--- config.mk ---
export PLATFORM = sky130hd
export DESIGN_NAME = pwr_mode_ctrl
export DESIGN_NICKNAME = d
export VERILOG_FILES = /design/src/rtl/pwr_mode_pkg.sv /design/src/rtl/rst_qualifier.sv /design/src/rtl/wake_timer.sv /design/src/rtl/pwr_mode_ctrl.sv
export SDC_FILE = /design/constraint.sdc
export NUM_CORES = 1
export LEC_CHECK = 0
export BUFFER_PORTS_ARGS = -buffer_cell sky130_fd_sc_hd__buf_2
export CORE_ASPECT_RATIO = 0.9
export CORE_MARGIN = 2
export CORE_UTILIZATION = 28
export CTS_CLUSTER_SIZE = 24
export DETAILED_ROUTE_END_ITERATION = 8
export REMOVE_ABC_BUFFERS = 1
export SLEW_MARGIN = 20
export SYNTH_ARGS = -nofsm -noshare
export SYNTH_HDL_FRONTEND = slang
export SYNTH_SLANG_ARGS = --single-unit
--- constraint.sdc ---
create_clock -name clk -period 2.1 [get_ports clk]
set_input_delay 0.105 -clock clk [delete_from_list [all_inputs] [get_ports clk]]
set_output_delay 0.105 -clock clk [all_outputs]
set_load 0.03 [all_outputs]
--- src/rtl/pwr_mode_pkg.sv ---
package pwr_mode_pkg;
  typedef enum logic [1:0] {
    MODE_RUN  = 2'd0,
    MODE_IDLE = 2'd1,
    MODE_PD   = 2'd2,
    MODE_WAKE = 2'd3
  } pmode_e;

  typedef struct packed {
    logic gf1;
    logic gf0;
    logic pd;
    logic idl;
  } pctl_t;

  localparam int CTL_W = 4;
endpackage

--- src/rtl/rst_qualifier.sv ---
module rst_qualifier #(
  parameter int HOLD = 24
) (
  input  logic clk,
  input  logic rst,
  input  logic pin,
  output logic req
);
  localparam int QW = $clog2(HOLD + 1);
  localparam logic [QW-1:0] FULL = QW'(HOLD);
  localparam logic [QW-1:0] LAST = QW'(HOLD - 1);

  logic [QW-1:0] cnt_q;

  // consecutive-high counter, saturating at HOLD
  always_ff @(posedge clk) begin
    if (rst || !pin) cnt_q <= '0;
    else if (cnt_q != FULL) cnt_q <= cnt_q + 1'b1;
  end

  assign req = pin && (cnt_q >= LAST);

  generate
    if (HOLD > 1) begin : g_chk
      p_pin_held_r5: assert property (@(posedge clk) disable iff (rst)
        req |-> (pin && $past(pin)));
    end
  endgenerate
endmodule

--- src/rtl/wake_timer.sv ---
module wake_timer #(
  parameter int DLY = 1536
) (
  input  logic clk,
  input  logic rst,
  input  logic clr,
  input  logic run,
  output logic done
);
  localparam int CW = $clog2(DLY);
  localparam logic [CW-1:0] LAST = CW'(DLY - 1);

  logic [CW-1:0] cnt_q;

  assign done = run && (cnt_q == LAST);

  always_ff @(posedge clk) begin
    if (rst || clr) cnt_q <= '0;
    else if (run) cnt_q <= done ? '0 : cnt_q + 1'b1;
  end

  p_done_needs_run_r8: assert property (@(posedge clk) disable iff (rst)
    done |-> (run && !clr));
endmodule

--- src/rtl/pwr_mode_ctrl.sv ---
module pwr_mode_ctrl
  import pwr_mode_pkg::*;
#(
  parameter int RST_HOLD = 24,
  parameter int WAKE_DLY = 1536,
  parameter int N_IRQ    = 8,
  parameter int N_XWAKE  = 8
) (
  input  logic               clk,
  input  logic               rst,
  input  logic               ctl_we,
  input  logic [3:0]         ctl_wdata,
  output logic [3:0]         ctl_rdata,
  input  logic [N_IRQ-1:0]   irq_pend,
  input  logic [N_XWAKE-1:0] xwake,
  input  logic               rst_pin,
  input  logic               tmr_ovf_rst,
  output logic               cpu_clk_en,
  output logic               per_clk_en,
  output logic               osc_run,
  output logic               core_rst,
  output logic               ale_low,
  output logic               psen_low
);
  pmode_e st_q, st_d;
  pctl_t  ctl_q, ctl_d;
  logic   pin_req, rrq;
  logic   wake_clr, wake_run, wake_done;

  rst_qualifier #(.HOLD(RST_HOLD)) u_rq (
    .clk(clk), .rst(rst), .pin(rst_pin), .req(pin_req)
  );

  wake_timer #(.DLY(WAKE_DLY)) u_wt (
    .clk(clk), .rst(rst), .clr(wake_clr), .run(wake_run), .done(wake_done)
  );

  assign rrq = pin_req || tmr_ovf_rst;

  always_comb begin
    st_d     = st_q;
    ctl_d    = ctl_q;
    wake_clr = 1'b0;
    wake_run = 1'b0;
    if (rrq) begin
      st_d     = MODE_RUN;
      ctl_d    = '0;
      wake_clr = 1'b1;
    end else begin
      unique case (st_q)
        MODE_RUN: begin
          if (ctl_we) begin
            ctl_d.gf1 = ctl_wdata[3];
            ctl_d.gf0 = ctl_wdata[2];
            if (ctl_wdata[1]) begin
              ctl_d.pd  = 1'b1;
              ctl_d.idl = 1'b0;
              st_d      = MODE_PD;
              wake_clr  = 1'b1;
            end else if (ctl_wdata[0]) begin
              ctl_d.idl = 1'b1;
              st_d      = MODE_IDLE;
            end
          end
        end
        MODE_IDLE: begin
          if (|irq_pend) begin
            ctl_d.idl = 1'b0;
            st_d      = MODE_RUN;
          end
        end
        MODE_PD: begin
          if (|xwake) st_d = MODE_WAKE;
        end
        MODE_WAKE: begin
          wake_run = 1'b1;
          if (wake_done) begin
            ctl_d.pd = 1'b0;
            st_d     = MODE_RUN;
          end
        end
        default: st_d = MODE_RUN;
      endcase
    end
  end

  always_ff @(posedge clk) begin
    if (rst) begin
      st_q       <= MODE_RUN;
      ctl_q      <= '0;
      cpu_clk_en <= 1'b1;
      per_clk_en <= 1'b1;
      osc_run    <= 1'b1;
      core_rst   <= 1'b0;
      ale_low    <= 1'b0;
      psen_low   <= 1'b0;
    end else begin
      st_q       <= st_d;
      ctl_q      <= ctl_d;
      cpu_clk_en <= (st_d == MODE_RUN);
      per_clk_en <= (st_d == MODE_RUN) || (st_d == MODE_IDLE);
      osc_run    <= (st_d != MODE_PD);
      core_rst   <= rrq;
      ale_low    <= (st_d == MODE_PD) || (st_d == MODE_WAKE);
      psen_low   <= (st_d == MODE_PD) || (st_d == MODE_WAKE);
    end
  end

  assign ctl_rdata = ctl_q;

  p_idle_clocks_r2: assert property (@(posedge clk) disable iff (rst)
    (st_q == MODE_IDLE) |-> (per_clk_en && !cpu_clk_en && osc_run));

  p_pd_outputs_r3: assert property (@(posedge clk) disable iff (rst)
    (st_q == MODE_PD) |-> (!osc_run && ale_low && psen_low && !cpu_clk_en && !per_clk_en));

  p_pd_priority_r3: assert property (@(posedge clk) disable iff (rst)
    (st_q == MODE_RUN && ctl_we && ctl_wdata[1] && !rrq) |=> (st_q == MODE_PD && !ctl_q.idl));

  p_core_rst_clears_r5: assert property (@(posedge clk) disable iff (rst)
    core_rst |-> (st_q == MODE_RUN && ctl_q == '0));

  p_pd_wake_src_r7: assert property (@(posedge clk) disable iff (rst)
    (st_q == MODE_WAKE && $past(st_q) == MODE_PD) |-> $past(|xwake));

  p_wake_exit_r8: assert property (@(posedge clk) disable iff (rst)
    (st_q == MODE_RUN && $past(st_q) == MODE_WAKE) |-> $past(wake_done || rrq));
endmodule

==> results of run 1 <==
## kinds of logic after synthesis
family                     after synthesis  share of synthesized area
adders and majority gates                3                    0.02879
muxes                                    3                    0.02303
buffers and inverters                    6                    0.03263
DFF                                     27                     0.4146
AOI/OAI and AO/OA                       34                     0.1910
xor gates and xnor gates                 9                    0.06046
and+or+nand+nor                         57                     0.2495
## synth_stat cells, drive strengths merged, types with 3 or more instances
library cell / count / share of area
a211oi: 4 / 0.036
a21oi: 9 / 0.035
and3: 3 / 0.014
buf: 4 / 0.027
dfxtp: 27 / 0.41
ha: 3 / 0.029
mux2i: 3 / 0.023
nand2: 5 / 0.014
nand2b: 3 / 0.014
nand3: 3 / 0.012
nor2: 14 / 0.042
nor3: 8 / 0.031
nor4: 4 / 0.019
o211ai: 4 / 0.037
o21ai: 11 / 0.045
or3: 4 / 0.019
xor2: 8 / 0.054
## stage by stage
step,setup WS [ns],utilization
after detailed placement,0.2047,0.3467
after CTS,0.1803,0.3571
after global routing,0.04964,0.3571
after floorplan,0.1904,-
final,0.2006,0.3571
after global placement,0.2526,0.3467
## critical path: stages, from the launching register on
cell	delay (ns)
dfxtp_1	0.37
ha_1	0.26
a211oi_4	0.29
o211ai_2	0.23
or4b_1	0.56
a21oi_1	0.13
## worst max path at each step
stage	slack (ns)	cells after the start	to	startpoint
finish	0.20	5	u_wt.cnt_q[10]	u_rq.cnt_q[1]
global route	0.05	5	u_wt.cnt_q[10]	u_rq.cnt_q[1]
CTS	0.18	5	u_wt.cnt_q[10]	u_rq.cnt_q[1]
detailed placement	0.20	5	u_wt.cnt_q[10]	u_rq.cnt_q[1]
global placement	0.25	5	u_wt.cnt_q[10]	u_rq.cnt_q[1]
floorplan	0.19	5	osc_run	u_rq.cnt_q[0]
## power by group
| group | internal, uW | switching, uW |
|---|---|---|
| Clock | 133 | 162 |
| Combinational | 43.0 | 53.0 |
| Sequential | 521 | 6.32 |
## layer usage
| layer | up-vias | track usage | wire length (um) |
|---|---|---|---|
| li1 | 588 | - | - |
| met1 | 499 | 0.1460 | 1367 |
| met2 | 21 | 0.1808 | 1125 |
| met3 | 2 | 0.03385 | 118 |
| met4 | 0 | 0.006818 | 6 |
| met5 | - | 0 | 0 |
## flip-flops by register name (all words and copies together) (netlist names)
name,flops
psen_low,1
per_clk_en,1
st_q,2
cpu_clk_en,1
ctl_rdata,4
core_rst,1
u_rq.cnt_q,5
osc_run,1
u_wt.cnt_q,11
## final cells by class
class	instances	area share
clock inverter	1	0.003142
inverter	2	0.004713
clock buffer	3	0.02592
tap	62	0.04870
sequential	27	0.3394
multi-input combinational	106	0.4525
timing repair buffer	38	0.1257
## cells in the final DEF (no fill, tap or decap), drive strengths merged, types with 4 or more instances in the layout
cell	n
nor2	14
or3	4
nor4	4
nand2	5
a21oi	9
a211oi	4
buf	38
o21ai	11
o211ai	4
dfxtp	27
xor2	8
nor3	8
==> metrics.md, run 1 <==
| Metric | Value |
|---|---|
| Starting DRT DRC Count | `46` |
| Proportion of synthesized chip area in sequential cells | `0.4146` |
| RSZ-0062 raised after global routing | `false` |
| Final slew viol count | `0` |
| DP HPWL | `2.046 mm` |
| Critical register-to-register path startpoint | `u_rq.cnt_q[1]` |
| Slew @ Worst Pin | `0.5010 ns` |
| Initial antenna violation count | `0` |
| Hold Path End | `core_rst` |
| R2R setup slack | `0.20 ns` |
| VDD IR max | `336.5 uV` |
| Placed Area | `1546 um2` |
| Fin Setup TNS | `0 ns` |
| Max Clock Skew | `0.004210 ns` |
| DRC | `0` |
| Rows | `23` |
| Routed wire length | `2.617 mm` |
| Static Leak | `0.0006297 uW` |
| Antenna cell count | `0` |
| Clock Sinks | `27` |
| Hold_ws | `0.004967 ns` |
| H-tree depth | `1` |
| Fillers | `458` |
| Terminus of the critical flop-to-flop path | `u_wt.cnt_q[10]` |
| Die Area | `5219 um2` |
| Post-CTS setup buffers | `0` |
| Startpoint Class | `flip-flop` |
| Worst-case clock buffer depth | `2` |
| Die Wd | `75.93 um` |
| Post-CTS Resized | `0` |
| First-pass GRT wire length | `4.595 mm` |
| Port bufs | `34` |
| Largest net degree at the start of global routing | `16` |
| Final net count | `206` |
| Worst slew margin | `0.6660` |
| Synth warnings | `0` |
| First drt pass iteration count | `4` |
| Routability Congestion | `0.8145` |
| Hold path startpoint | `rst` |
| Vias/cell | `4.644` |
| Status | `finished clean` |
| Synthesized cell area | `1304 um2` |
| FMAX | `0.5265 GHz` |
| Clock Root Buffer | `clkbuf_8` |
| Ys async rst share | `0` |
| Area of the core | `4461 um2` |
| Final hold vios | `0` |
| Placed Cells | `235` |
| Die H | `68.74 um` |
| Number of max-cap violations | `0` |
| Post-synth EDFFs | `0` |
| Worst hold-check path type | `primary input to flip-flop` |
| Tot Pwr | `918.9 uW` |
| Crit share post-route | `0.9045` |
| Final setup vio count | `0` |
| CTS tree | `yes` |
| CTS buffer count | `3` |
| I/O pin count | `35` |
| Gr usage total | `0.1082` |
| Post-Syn Instances | `139` |
| Routed Antenna Nets | `0` |
| Crit. End Element | `flip-flop` |
| Worst r2r path cells | `5` |
| Grt ovf | `0` |
| Synth Flop Type | `dfxtp_1` |
| Register area | `540.5 um2` |
| Multi-input logic area | `720.7 um2` |
| CTS clk-pin slew, worst paths | `0.09 ns` |
| Post-route cell area | `1593 um2` |
| Critical path required time | `2.30 ns` |
| Power Density | `576.9 nW/um2` |
| Vias in the first global route | `1,048` |
| Post-synth cell types | `42` |
| Worst Path Arrival | `2.10 ns` |
| Crit Path Class | `flip-flop to flip-flop` |
| Initial Util | `0.2923` |
| Post-DR wirelength/cell | `10.95 um` |
| Max FO, Critical Path | `11` |
| FF+latch count, synth | `27` |
| Via count | `1,110` |
| Post-CTS Hold Fix Bufs | `0` |
| Insertion delay to the later sink of the worst-skew pair | `0.27 ns` |
| Synthesis-to-layout area growth | `22.17%` |
| Mapped Avg Cell Area | `9.379 um2` |
| Min Tclk post-route | `1.899 ns` |
| Fraction of layout cells with a size suffix above 1 | `0.2768` |
| WHS Path Cells | `2` |
| Final std cells w/o fill | `239` |
Power figures use the tool's default switching activity.
==> run 2, diff against run 1 <==
Settings changed: CORE_UTILIZATION 28 to 50, MAX_ROUTING_LAYER set to met4, PLACE_DENSITY set to 0.76.
==> run 2 against run 1 <==
  * Total power is 7.5% lower
  * Highest routed layer unchanged
  * Largest power group unchanged
  * Clock power is 25% lower
  * Fmax is 3.2% lower
  * Critical endpoint unchanged
  * Critical path depth stayed put
  * Final cell count is 13% lower
  * Critical path type unchanged
  * Non-clock buffer count is 3 higher
==> metrics.md, run 2 (synthesis results as in run 1) <==
| Metric | Value |
|---|---|
| Status | `finished clean (unchanged)` |
| Vias/cell | `5.635 (was 4.644)` |
| First drt pass iteration count | `4 (unchanged)` |
| Initial antenna violation count | `0 (unchanged)` |
| Largest net degree at the start of global routing | `16 (unchanged)` |
| Number of max-cap violations | `0 (unchanged)` |
| Clock Sinks | `27 (unchanged)` |
| Via count | `1,172 (was 1,110)` |
| Static Leak | `0.0006375 uW (was 0.0006297 uW)` |
| Routed Antenna Nets | `0 (unchanged)` |
| Gr usage total | `0.2087 (was 0.1082)` |
| Max Clock Skew | `0.01151 ns (was 0.004210 ns)` |
| Met3 usage | `0.04444 (was 0.03385)` |
| Power Density | `543.3 nW/um2 (was 576.9 nW/um2)` |
| Final net count | `209 (was 206)` |
| Slew @ Worst Pin | `0.5517 ns (was 0.5010 ns)` |
| CTS buffer count | `3 (unchanged)` |
| Post-CTS setup buffers | `0 (unchanged)` |
| Grt ovf | `0 (unchanged)` |
| Placed Area | `1511 um2 (was 1546 um2)` |
| I/O pin count | `35 (unchanged)` |
| Starting DRT DRC Count | `24 (was 46)` |
| Critical path required time | `2.35 ns (was 2.30 ns)` |
| Slowest cell delay on critical path | `0.54 ns (was 0.56 ns)` |
| Post-route cell area | `1564 um2 (was 1593 um2)` |
| Worst slew margin | `0.6322 (was 0.6660)` |
| VDD IR max | `509.2 uV (was 336.5 uV)` |
| Fraction of layout cells with a size suffix above 1 | `0.2833 (was 0.2768)` |
| CTS clk-pin slew, worst paths | `0.14 ns (was 0.09 ns)` |
| Routed wire length | `2.806 mm (was 2.617 mm)` |
| Most frequent cells in the layout | `buf_2 (34), dfxtp_1 (27), nor2_1 (13) (unchanged)` |
| Antenna cell count | `0 (unchanged)` |
| Final std cells w/o fill | `208 (was 239)` |
| FMAX | `0.5095 GHz (was 0.5265 GHz)` |
| Synthesis-to-layout area growth | `19.96% (was 22.17%)` |
| R2R setup slack | `0.14 ns (was 0.20 ns)` |
| DP HPWL | `2.188 mm (was 2.046 mm)` |
| Crit. End Element | `flip-flop (unchanged)` |
| DRC | `0 (unchanged)` |
| Routability Congestion | `0.8137 (was 0.8145)` |
| Max FO, Critical Path | `9 (was 11)` |
| GRT busiest layer | `met2 (unchanged)` |
| Final hold vios | `0 (unchanged)` |
| Terminus of the critical flop-to-flop path | `u_wt.cnt_q[10] (unchanged)` |
| Rows | `17 (was 23)` |
| Clock Root Buffer | `clkbuf_4 (was clkbuf_8)` |
| Final slew viol count | `0 (unchanged)` |
| Vias in the first global route | `1,115 (was 1,048)` |
| Hold Path End | `ctl_rdata[2] (was core_rst)` |
| Met1 Resource Use GR | `0.2385 (was 0.1460)` |
| Crit Path Class | `flip-flop to flip-flop (unchanged)` |
| Post-DR wirelength/cell | `13.49 um (was 10.95 um)` |
| Port bufs | `34 (unchanged)` |
| First-pass GRT wire length | `4.733 mm (was 4.595 mm)` |
| Worst r2r path cells | `5 (unchanged)` |
| CTS tree | `yes (unchanged)` |
| Initial Util | `0.5284 (was 0.2923)` |
| Crit share post-route | `0.9346 (was 0.9045)` |
| WHS Path Cells | `3 (was 2)` |
| Startpoint Class | `flip-flop (unchanged)` |
| Final setup vio count | `0 (unchanged)` |
| Met2 Use GR | `0.3655 (was 0.1808)` |
| CP max-delay cell | `or4b_1 (unchanged)` |
| Insertion delay to the later sink of the worst-skew pair | `0.33 ns (was 0.27 ns)` |
| Min Tclk post-route | `1.963 ns (was 1.899 ns)` |
| Max reg flops | `11 (unchanged)` |
| Area of the core | `2467 um2 (was 4461 um2)` |
| RSZ-0062 raised after global routing | `true (was false)` |
| Crit-path cells | `ha_1, a211oi_4, o211ai_2, or4b_1, a21oi_1 (unchanged)` |
| H-tree depth | `1 (unchanged)` |
| Placed Cells | `202 (was 235)` |
| Core Util, Final | `0.6339 (was 0.3571)` |
| Commonest non-fill, non-tap cell in the layout | `buf_2 (unchanged)` |
| Hold path startpoint | `ctl_wdata[2] (was rst)` |
| Worst Path Arrival | `2.22 ns (was 2.10 ns)` |
| Die Wd | `57.83 um (was 75.93 um)` |
| Die Area | `3033 um2 (was 5219 um2)` |
| Top reg by flops | `u_wt.cnt_q (unchanged)` |
| Worst hold-check path type | `primary input to flip-flop (unchanged)` |
| Die H | `52.45 um (was 68.74 um)` |
| Worst-case clock buffer depth | `2 (unchanged)` |
| Critical register-to-register path startpoint | `u_rq.cnt_q[0] (was u_rq.cnt_q[1])` |
run 2: cell types whose count changed in the layout (fill, tap and decap cells not counted):
cell	delta
nor3b_2	+1
clkbuf_8	-3
dlygate4sd3_1	+2
clkbuf_4	+3
buf_4	+1
nor3b_1	-1
run 2: cell type report:
| type | count | area [um2] |
|---|---|---|
| Tap cell | 28 | 35.03 |
| Fill cell | 235 | 903.4 |
| Inverter | 2 | 7.507 |
| Clock buffer | 3 | 22.52 |
| Sequential cell | 27 | 540.5 |
| Multi-Input combinational cell | 106 | 725.7 |
| Timing Repair Buffer | 41 | 227.7 |
| Clock inverter | 1 | 5.005 |
run 2: timing repair:
action                                  in CTS  in global routing
endpoints found under the hold margin        2                  0
gates resized for setup                      0                  1
endpoints found under the setup margin       0                  5
hold buffers                                 2                  0
run 2: worst max path at each step:
stage                   from        endpoint  slack [ns]
2_1_floorplan  u_rq.cnt_q[0]         osc_run        0.19
3_3_place_gp   u_rq.cnt_q[0]  u_wt.cnt_q[10]        0.19
3_5_place_dp   u_rq.cnt_q[0]  u_wt.cnt_q[10]        0.14
4_1_cts        u_rq.cnt_q[0]  u_wt.cnt_q[10]        0.09
5_1_grt        u_rq.cnt_q[0]  u_wt.cnt_q[10]       -0.02
6_report       u_rq.cnt_q[0]  u_wt.cnt_q[10]        0.14
run 2: through the flow:
step           hold slack, ns  setup slack [ns]  TNS (ns)  power, uW
6_report              0.03006            0.1374         0      849.7
5_1_grt               0.01795          -0.02493  -0.02493      896.2
4_1_cts               0.02331           0.08635         0      862.1
3_5_place_dp           0.3122            0.1408         0      637.4
3_3_place_gp           0.3058            0.1946         0      633.7
2_1_floorplan          0.1774            0.1904         0      590.2
run 2: critical path, delay by kind of cell, from the launching register on:
| kind | cells | cell delay (ns) |
|---|---|---|
| AOI/OAI and AO/OA | 3 | 0.63 |
| DFF | 1 | 0.41 |
| and+or+nand+nor | 1 | 0.54 |
| adders and majority gates | 1 | 0.30 |
run 2: power breakdown:
group          internal (uW)  switching, uW
Combinational           45.1           54.9
Clock                   71.5            149
Sequential               522           7.26
run 2: metal layers:
metal  wire length, um  part of all wire  vias to the layer above
met1              1244              0.44                      551
met4                 8            0.0029                        0
met5                 0                 0                        -
met2              1460              0.52                       21
li1                  -                 -                      598
met3                92             0.033                        2
